==> config.mk <==
export PLATFORM = sky130hd
export DESIGN_NAME = xbar_map_loader
export DESIGN_NICKNAME = d
export VERILOG_FILES = /design/src/rtl/xbar_map_loader.sv
export SDC_FILE = /design/constraint.sdc
export NUM_CORES = 1
export LEC_CHECK = 0
export BUFFER_PORTS_ARGS = -buffer_cell sky130_fd_sc_hd__buf_2
export CAP_MARGIN = 20
export CORE_ASPECT_RATIO = 0.6
export CORE_MARGIN = 10
export CORE_UTILIZATION = 42
export DETAILED_ROUTE_END_ITERATION = 10
export PLACE_DENSITY_LB_ADDON = 0.25
export SLEW_MARGIN = 20
export SYNTH_ARGS = -nofsm -noshare
export SYNTH_HDL_FRONTEND = slang
export SYNTH_SLANG_ARGS = --single-unit
==> constraint.sdc <==
create_clock -name clk -period 3.9 [get_ports clk]
set_input_delay 0.195 -clock clk [delete_from_list [all_inputs] [get_ports clk]]
set_output_delay 0.195 -clock clk [all_outputs]
set_load 0.05 [all_outputs]
==> src/rtl/xbar_map_loader.sv <==
module xbar_map_loader #(
  parameter int N_DST     = 12,
  parameter int N_SRC     = 14,
  parameter int LANE_W    = 8,
  parameter int MAX_BYTES = 65536,
  parameter int KW_BYTES  = 9,
  parameter logic [8*KW_BYTES-1:0] KEYWORD = "ROUTEMAP:"
) (
  input  logic                    clk,
  input  logic                    rst_n,
  input  logic                    start,
  input  logic [7:0]              s_data,
  input  logic                    s_valid,
  input  logic                    s_last,
  output logic                    done,
  output logic                    enable,
  output logic                    err,
  input  logic [N_SRC*LANE_W-1:0] src_lanes,
  output logic [N_DST*LANE_W-1:0] dst_lanes
);
  localparam int SEL_W = 4;
  localparam int CNT_W = $clog2(MAX_BYTES);
  localparam int IDX_W = $clog2(N_DST);
  localparam int WIN_W = 8 * KW_BYTES;

  typedef enum logic [1:0] {ST_IDLE, ST_SEEK, ST_DIGITS, ST_FIN} state_t;

  state_t                st;
  logic [CNT_W-1:0]      cnt;
  logic [IDX_W-1:0]      idx;
  logic [WIN_W-1:0]      window;
  logic [2**SEL_W-1:0]   seen;
  logic [SEL_W-1:0]      map_q [N_DST];

  logic [WIN_W-1:0] win_nxt;
  logic             at_end;
  logic             hex_ok;
  logic [SEL_W-1:0] hex_val;

  assign win_nxt = {window[WIN_W-9:0], s_data};
  assign at_end  = s_last || (cnt == CNT_W'(MAX_BYTES - 1));

  always_comb begin
    hex_ok  = 1'b1;
    hex_val = '0;
    if (s_data >= "0" && s_data <= "9")      hex_val = SEL_W'(s_data - "0");
    else if (s_data >= "A" && s_data <= "F") hex_val = SEL_W'(s_data - "A" + 8'd10);
    else if (s_data >= "a" && s_data <= "f") hex_val = SEL_W'(s_data - "a" + 8'd10);
    else hex_ok = 1'b0;
  end

  always_ff @(posedge clk) begin
    if (!rst_n) begin
      st     <= ST_IDLE;
      cnt    <= '0;
      idx    <= '0;
      window <= '0;
      seen   <= '0;
      done   <= 1'b0;
      enable <= 1'b0;
      err    <= 1'b0;
      for (int i = 0; i < N_DST; i++) map_q[i] <= '0;
    end else begin
      case (st)
        ST_IDLE: if (start) begin
          st     <= ST_SEEK;
          cnt    <= '0;
          window <= '0;
        end
        ST_SEEK: if (s_valid) begin
          cnt    <= cnt + 1'b1;
          window <= win_nxt;
          if (win_nxt == KEYWORD && !at_end) begin
            st  <= ST_DIGITS;
            idx <= '0;
          end else if (at_end) begin
            st   <= ST_FIN;
            done <= 1'b1;
            err  <= 1'b1;
          end
        end
        ST_DIGITS: if (s_valid) begin
          cnt <= cnt + 1'b1;
          if (!hex_ok || hex_val >= SEL_W'(N_SRC) || seen[hex_val]) begin
            st   <= ST_FIN;
            done <= 1'b1;
            err  <= 1'b1;
          end else begin
            map_q[idx]    <= hex_val;
            seen[hex_val] <= 1'b1;
            if (idx == IDX_W'(N_DST - 1)) begin
              st     <= ST_FIN;
              done   <= 1'b1;
              enable <= 1'b1;
            end else if (at_end) begin
              st   <= ST_FIN;
              done <= 1'b1;
              err  <= 1'b1;
            end else begin
              idx <= idx + 1'b1;
            end
          end
        end
        default: ;
      endcase
    end
  end

  for (genvar g = 0; g < N_DST; g++) begin : g_route
    assign dst_lanes[g*LANE_W +: LANE_W] =
      enable ? src_lanes[map_q[g]*LANE_W +: LANE_W] : '0;
  end
endmodule

-- Yosys cells after proc, flatten, opt, wreduce, memory -nomap -nowiden
Memories as Yosys holds them, arrays and structs flattened.
Index checks and enable logic that the tools add are counted.
- add/sub/neg operators: 7
- magnitude comparators: 9
- eq/ne operators: 15
- shifts and indexed selects: 12
- multiplexer cells: 66
- bitwise operators: 2
- reductions and logical operators: 25
- operators by type and width (kind ; number):
    variable part select 112 x 8 -> 8 bit ; 12
    2-to-1 mux 64 bit ; 2
    case mux 64 bit (2 select lines) ; 1
    2-to-1 mux 8 bit ; 12
    equality test 72 x 71 -> 1 bit (second input constant) ; 1
    2-to-1 mux 4 bit ; 11
    2-to-1 mux 16 bit ; 2
    case mux 16 bit (2 select lines) ; 1
    2-to-1 mux 1 bit ; 24
    adder 16 x 1 -> 16 bit (second input constant) ; 1
    equality test 16 bit (second input constant) ; 1
    greater-or-equal comparator 8 x 7 -> 1 bit (second input constant) ; 2
    less-or-equal comparator 8 x 7 -> 1 bit (second input constant) ; 2
    != test 2 bit (second input constant) ; 8
    OR 16 bit ; 1
    2-to-1 mux 2 bit ; 7
    AND reduction 4 bit ; 3
    subtractor 4 x 1 -> 4 bit (second input constant) ; 3
    AND reduction 3 bit ; 3
    adder 4 bit (second input constant) ; 2
    greater-or-equal comparator 8 x 6 -> 1 bit (second input constant) ; 1
    less-or-equal comparator 8 x 6 -> 1 bit (second input constant) ; 1
    case mux 4 bit (2 select lines) ; 1
    AND reduction 7 bit ; 1
    other kinds (23) ; 33
- register bits: 105
- RAM bits: 48
- bits of input ports: 125
- word-level logic and storage cells: 145
- memories: 1
- memories (memory ; words ; width ; rd ports ; clocked after memory_dff ; wr ports ; RTL line ; text):
    map_q ; 12 ; 4 ; 12 ; 0 ; 12 ; 33 ; logic [SEL_W-1:0] map_q [N_DST];

-- Depth between registers and ports, before layout
Gate-level depths: netlist of the first run.
- word-level depth: 15
- mapped depth: 14
- depth with buffers taken out: 10

-- Least setup slack after synthesis of the first run
OpenSTA, ideal clock, no wires.
- path kind: input-to-reg
- start: input s_data[0]
- end: memory map_q[2][0], enable pin
- library setup time: 0.361 ns
- data arrival time: 2.982 ns
- setup slack: 0.557 ns
- stages on the path: 12
- path buffers: 3
- cell sequence: clkbuf_1 inv_1 ha_1 nor3b_1 or4_1 clkbuf_2 a32oi_1 o211ai_1 a311oi_2 nand4b_1 buf_4 o21ai_0
- RTL lines (what ; RTL line ; text):
    start: declaration ; 12 ; input logic [7:0] s_data,
    end: declaration ; 33 ;

==> impl_metrics.yaml, run 1 <==
sta:
  setup_ws_ns: 0.653
  holdWs_ns: 0.0527
  fin_skew_ns: 0.0104
  setup_viol_count_final: 0
  period_needed_ns: 3.25
  slew_viol_final: 0
  setup_tns_ns: 0
  fmax_ghz: 0.308
  worst_pin_slew_ns: 1.11
  post-route-period-util: 0.832
  rsz0062_at_grt: "no"
  relSlewSlack: 0.263
  finalHoldViolCount: 0
die:
  chipWidth_um: 290
  io_pins: 224
  num_rows: 59
  die_area_mm2: 0.0529
  die_height_um: 182
  start_util: 0.425
  coreArea_mm2: 0.0433
worst_setup_path:
  worstSetupStartpointType: "flop"
  cp_max_fo: 15
  path_delay_family: "flip-flops"
  cp_slowest_stage_delay_ns: 1.09
  crit_buf_inv: 2
  crit_start: "map_q[11][1]"
  cp.arrival_ns: 3.05
  r2r_end: "idx[3]"
  rr_worst_depth: 9
  critPathKind: "flop to primary output"
  required_ns: 3.70
  crit_top_cell: "mux4_2"
  critPathCaptureType: "primary output"
  path_cells: "buf_4 -> mux4_2 -> mux4_2 -> and2_1 -> buf_2"
  r2r-start: "window[10]"
  reg2reg_slack_ns: 0.81
  critPathSlowestCell: "edfxtp_1"
cts:
  ctsHoldBuffers: 0
  root_buffer: "clkbuf_16"
  cts_resized: 0
  clkSinkCount: 153
  clkTransAtPathRegs_ns: 0.07
  cts_buffers: 17
  clock_latency_ns: 0.43
  clockBufferDepth: 2
  post-cts-setup-buffers: 0
  cts_tree: "yes"
  htree_levels: 4
finish:
  final_common_cell: "mux4_2"
  area_growth_pct: 9.47
  nets: 1810
  drive_above_1_share: 0.415
  mostFrequentLayoutCells: "384 x mux4_2, 222 x buf_2, 174 x nor2_1"
logic_synthesis:
  synth_edf_count: 48
  ys_seq_area_frac: 0.192
  yosys_warnings: 0
  synth.distinct_cells: 68
  async_flop_share: 0
  netlist_area_mm2: 0.0184
  synthCells: 1667
  synth_seq_cells: 153
  ys.flop_type: "dfxtp_1"
  synth_area_per_cell_um2: 11.1
  synth_fp_nets: 1806
route:
  vias_per_cell: 7.06
  ant_nets: 0
  drc: 0
  vias: 16000
  first_pass_iters: 5
  drtIter0Drc: 2519
  routed_wl_mm: 67.7
  wl_per_cell_um: 29.9
global_route:
  antenna_found_initial: 5
  grt_usage: 0.247
  overflow: 0
  grt_max_degree: 99
  grt_pass1_wl_mm: 102
  grt_pass1_vias: 15700
outcome:
  status: "completed"
placement:
  gp_congestion: 0.923
  io_buffer_count: 223
  post-place-ws_ns: 0.388
  dp_hpwl_mm: 45.6
power_and_ir_drop:
  p_leak_nw: 7.05
  powerDensity_mw_per_mm2: 260
  ir_drop_mv: 0.236
job:
  cap_violations: 0
hold_path:
  whs_path_depth: 3
  hold_class: "input pin to flop"
  hp-start: "s_data[5]"
  min_to: "window[5]"
[Yosys cell counts, drive strengths merged (4+ instances only)]
library cell    n  share of area
a21boi         64          0.026
a21oi          12         0.0033
and2          102          0.035
and3            5         0.0017
buf            61          0.013
clkbuf        222          0.045
dfxtp         105           0.11
edfxtp         48          0.078
ha             14         0.0095
inv            15         0.0031
mux2i         100          0.054
mux4          384           0.47
nand2         112          0.023
nand3          84          0.023
nand4          13         0.0044
nor2          174          0.035
nor2b           7         0.0024
nor4            5         0.0017
nor4b           8         0.0038
nor4bb          6         0.0033
o211ai          5         0.0020
o21a            4         0.0016
o21ai          33         0.0092
o31ai           8         0.0033
or3             6         0.0020
or4             4         0.0016
xor2           10         0.0048
[final cells by class]
cell class                 instances  area, µm²
inverter                          15       56.3
timing repair buffer             268       1490
sequential                       153       3540
fill                            3941      23200
multi-input combinational       1216      13700
clock inverter                    15        173
clock buffer                      17        425
tap                              579        724
antenna                            6       15.0
[registers in the layout, summed over array words and instances (netlist names)]
name	flops
window	64
map_q	48
cnt	16
seen	16
idx	4
st	2
done	1
enable	1
err	1
[report_power, final]
part	total, mW	switching [mW]	internal, mW
Combinational	1.82	0.964	0.852
Sequential	1.79	0.117	1.68
Clock	1.64	0.780	0.864
Total	5.25	1.86	3.39
[cells by family (layout without fill, tap and decap cells)]
group           Yosys count  count (layout)  synth area share
buf+inv                 298             315            0.0619
xor+xnor                 13              13           0.00618
flops                   153             153             0.192
fa+ha+maj                14              14           0.00951
mux                     486             486             0.525
other cells               0               6                 0
compound gates          156             156            0.0594
simple gates            547             547             0.146
[worst register-to-register path, cell delays in order (launching register included)]
cell and delay, ns:
dfxtp_1 0.33, nor4b_1 0.48, nand4_1 0.21, nor4_1 0.54, nand3_1 0.35, a211oi_1 0.31, buf_4 0.19, nand4_1 0.13
or3_1 0.33, a21oi_1 0.14
[per-stage QoR]
step,util,cells,total power [mW],area (µm²)
final,0.465,2269,5.25,20200
after global routing,0.465,2268,5.46,20200
after CTS,0.465,2261,5.23,20100
after detailed placement,0.451,2229,3.59,19500
after global placement,0.451,2229,3.55,19500
after floorplan,-,1667,3.10,18400
[layer usage]
| metal | vias to the layer above | global-route usage | wire length [µm] |
|---|---|---|---|
| met5 | - | 0 | 0 |
| met4 | 0 | 0.0986 | 2870 |
| met3 | 226 | 0.110 | 10500 |
| met2 | 1307 | 0.350 | 29100 |
| met1 | 7997 | 0.325 | 25300 |
| li1 | 6485 | - | - |
[worst max-delay path by stage]
stage	depth (start not counted)	slack, ns	endpoint
finish	5	0.65	dst_lanes[91]
global route	13	0.54	map_q[8][2]
CTS	5	0.74	dst_lanes[91]
detailed placement	11	0.39	map_q[10][2]
global placement	13	0.43	map_q[10][0]
floorplan	12	0.56	map_q[2][0]
No activity file was read; power rests on OpenSTA's default activity.
==> run 2: changes to the inputs <==
Clock period 3.9 ns to 3.1 ns, I/O delays scaled along.
==> impl_metrics.yaml, run 2 (synthesis gave the netlist of run 1 again) <==
outcome:
  status: "completed"
sta:
  slew_viol_final: 0
  setup_ws_ns: 0.206
  rsz0062_at_grt: "no"
  period_needed_ns: 2.89
  setup_viol_count_final: 0
  relSlewSlack: 0.304
  worst_pin_slew_ns: 1.04
  fmax_ghz: 0.345
  finalHoldViolCount: 0
  post-route-period-util: 0.934
  fin_skew_ns: 0.00925
power_and_ir_drop:
  ir_drop_mv: 0.397
  powerDensity_mw_per_mm2: 321
  p_leak_nw: 7.28
die:
  coreArea_mm2: 0.0433
  die_area_mm2: 0.0529
  start_util: 0.425
  die_height_um: 182
  io_pins: 224
  chipWidth_um: 290
  num_rows: 59
cts:
  post-cts-setup-buffers: 0
  clockBufferDepth: 2
  ctsHoldBuffers: 0
  clock_latency_ns: 0.43
  htree_levels: 4
  root_buffer: "clkbuf_16"
  cts_tree: "yes"
  clkTransAtPathRegs_ns: 0.06
  cts_resized: 0
  cts_buffers: 17
  clkSinkCount: 153
finish:
  utilization: 0.475
  drive_above_1_share: 0.429
  top_regs: "window x64, map_q x48"
  fillers: 3919
  largest_register_ffs: 64
  mostFrequentLayoutCells: "384 x mux4_2, 222 x buf_2, 174 x nor2_1"
  final_common_cell: "mux4_2"
  area_growth_pct: 11.7
  regMostFlops: "window"
  instances_no_fill: 2300
  nets: 1842
placement:
  post-place-ws_ns: -0.138
  dp_hpwl_mm: 46.3
  dpl.cell_count: 2263
  io_buffer_count: 223
  gp_congestion: 0.923
worst_setup_path:
  cp_max_fo: 20
  cp.arrival_ns: 2.74
  reg2reg_slack_ns: 0.32
  r2r_end: "idx[3]"
  rr_worst_depth: 8
  required_ns: 2.94
  worstSetupStartpointType: "flop"
  crit_start: "map_q[4][0]"
  r2r-start: "window[45]"
  critPathKind: "flop to primary output"
  critPathCaptureType: "primary output"
global_route:
  overflow: 0
  grt_usage: 0.253
  grt_max_degree: 99
  antenna_found_initial: 6
  grt_pass1_vias: 16200
  grt_pass1_wl_mm: 104
hold_path:
  hold_class: "input pin to flop"
  whs_path_depth: 3
  hp-start: "s_data[5]"
  min_to: "window[5]"
route:
  first_pass_iters: 7
  routed_wl_mm: 68.9
  drc: 0
  vias: 16100
  drtIter0Drc: 2135
  vias_per_cell: 7.02
  ant_nets: 0
  wl_per_cell_um: 30.0
job:
  cap_violations: 0
-- run 2: how the worst max path moves through the flow --
stage	endpoint	slack [ns]	cells past startpoint
finish	dst_lanes[32]	0.21	5
global route	dst_lanes[39]	0.10	5
CTS	dst_lanes[39]	0.21	5
detailed placement	map_q[1][2]	-0.14	11
global placement	map_q[1][0]	-0.008	11
floorplan	map_q[9][0]	0.04	12
-- run 2: per-layer routing --
metal	track usage	share of wire	vias to the layer above
li1	-	-	6545
met1	0.338	0.38	8118
met2	0.361	0.43	1292
met3	0.107	0.15	194
met4	0.0913	0.035	0
met5	0	0	-
-- run 2: area by class of cell --
| cell class | count | area [µm²] | share of cell area |
|---|---|---|---|
| multi-input combinational | 1216 | 13800 | 0.669 |
| sequential | 153 | 3540 | 0.172 |
| inverter | 15 | 56.3 | 0.00274 |
| clock buffer | 20 | 439 | 0.0213 |
| clock inverter | 11 | 121 | 0.00590 |
| timing repair buffer | 300 | 1910 | 0.0928 |
| tap | 579 | 724 | 0.0352 |
| antenna | 6 | 15.0 | 0.000730 |
-- run 2: critical path, stage by stage, from the launching register on --
cell and delay, ns:
edfxtp_1 0.38, buf_4 0.43, mux4_2 0.58, mux4_2 0.48
and2_1 0.20, buf_2 0.22
-- run 2: power by group --
group | total (mW) | internal (mW) | switching [mW]
Combinational | 2.38 | 1.12 | 1.26
Sequential | 2.21 | 2.11 | 0.103
Clock | 2.02 | 1.19 | 0.830
Total | 6.61 | 4.42 | 2.19
-- run 2: stage by stage --
stage	power, mW	setup TNS (ns)	hold WS [ns]	cell area [µm²]
after detailed placement	4.57	-2.54	0.445	20000
after global placement	4.53	-0.0333	0.440	20000
after global routing	6.87	0	0.0176	20600
after floorplan	3.90	0	0.313	18500
final	6.61	0	0.0172	20600
after CTS	6.59	0	0.000721	20600
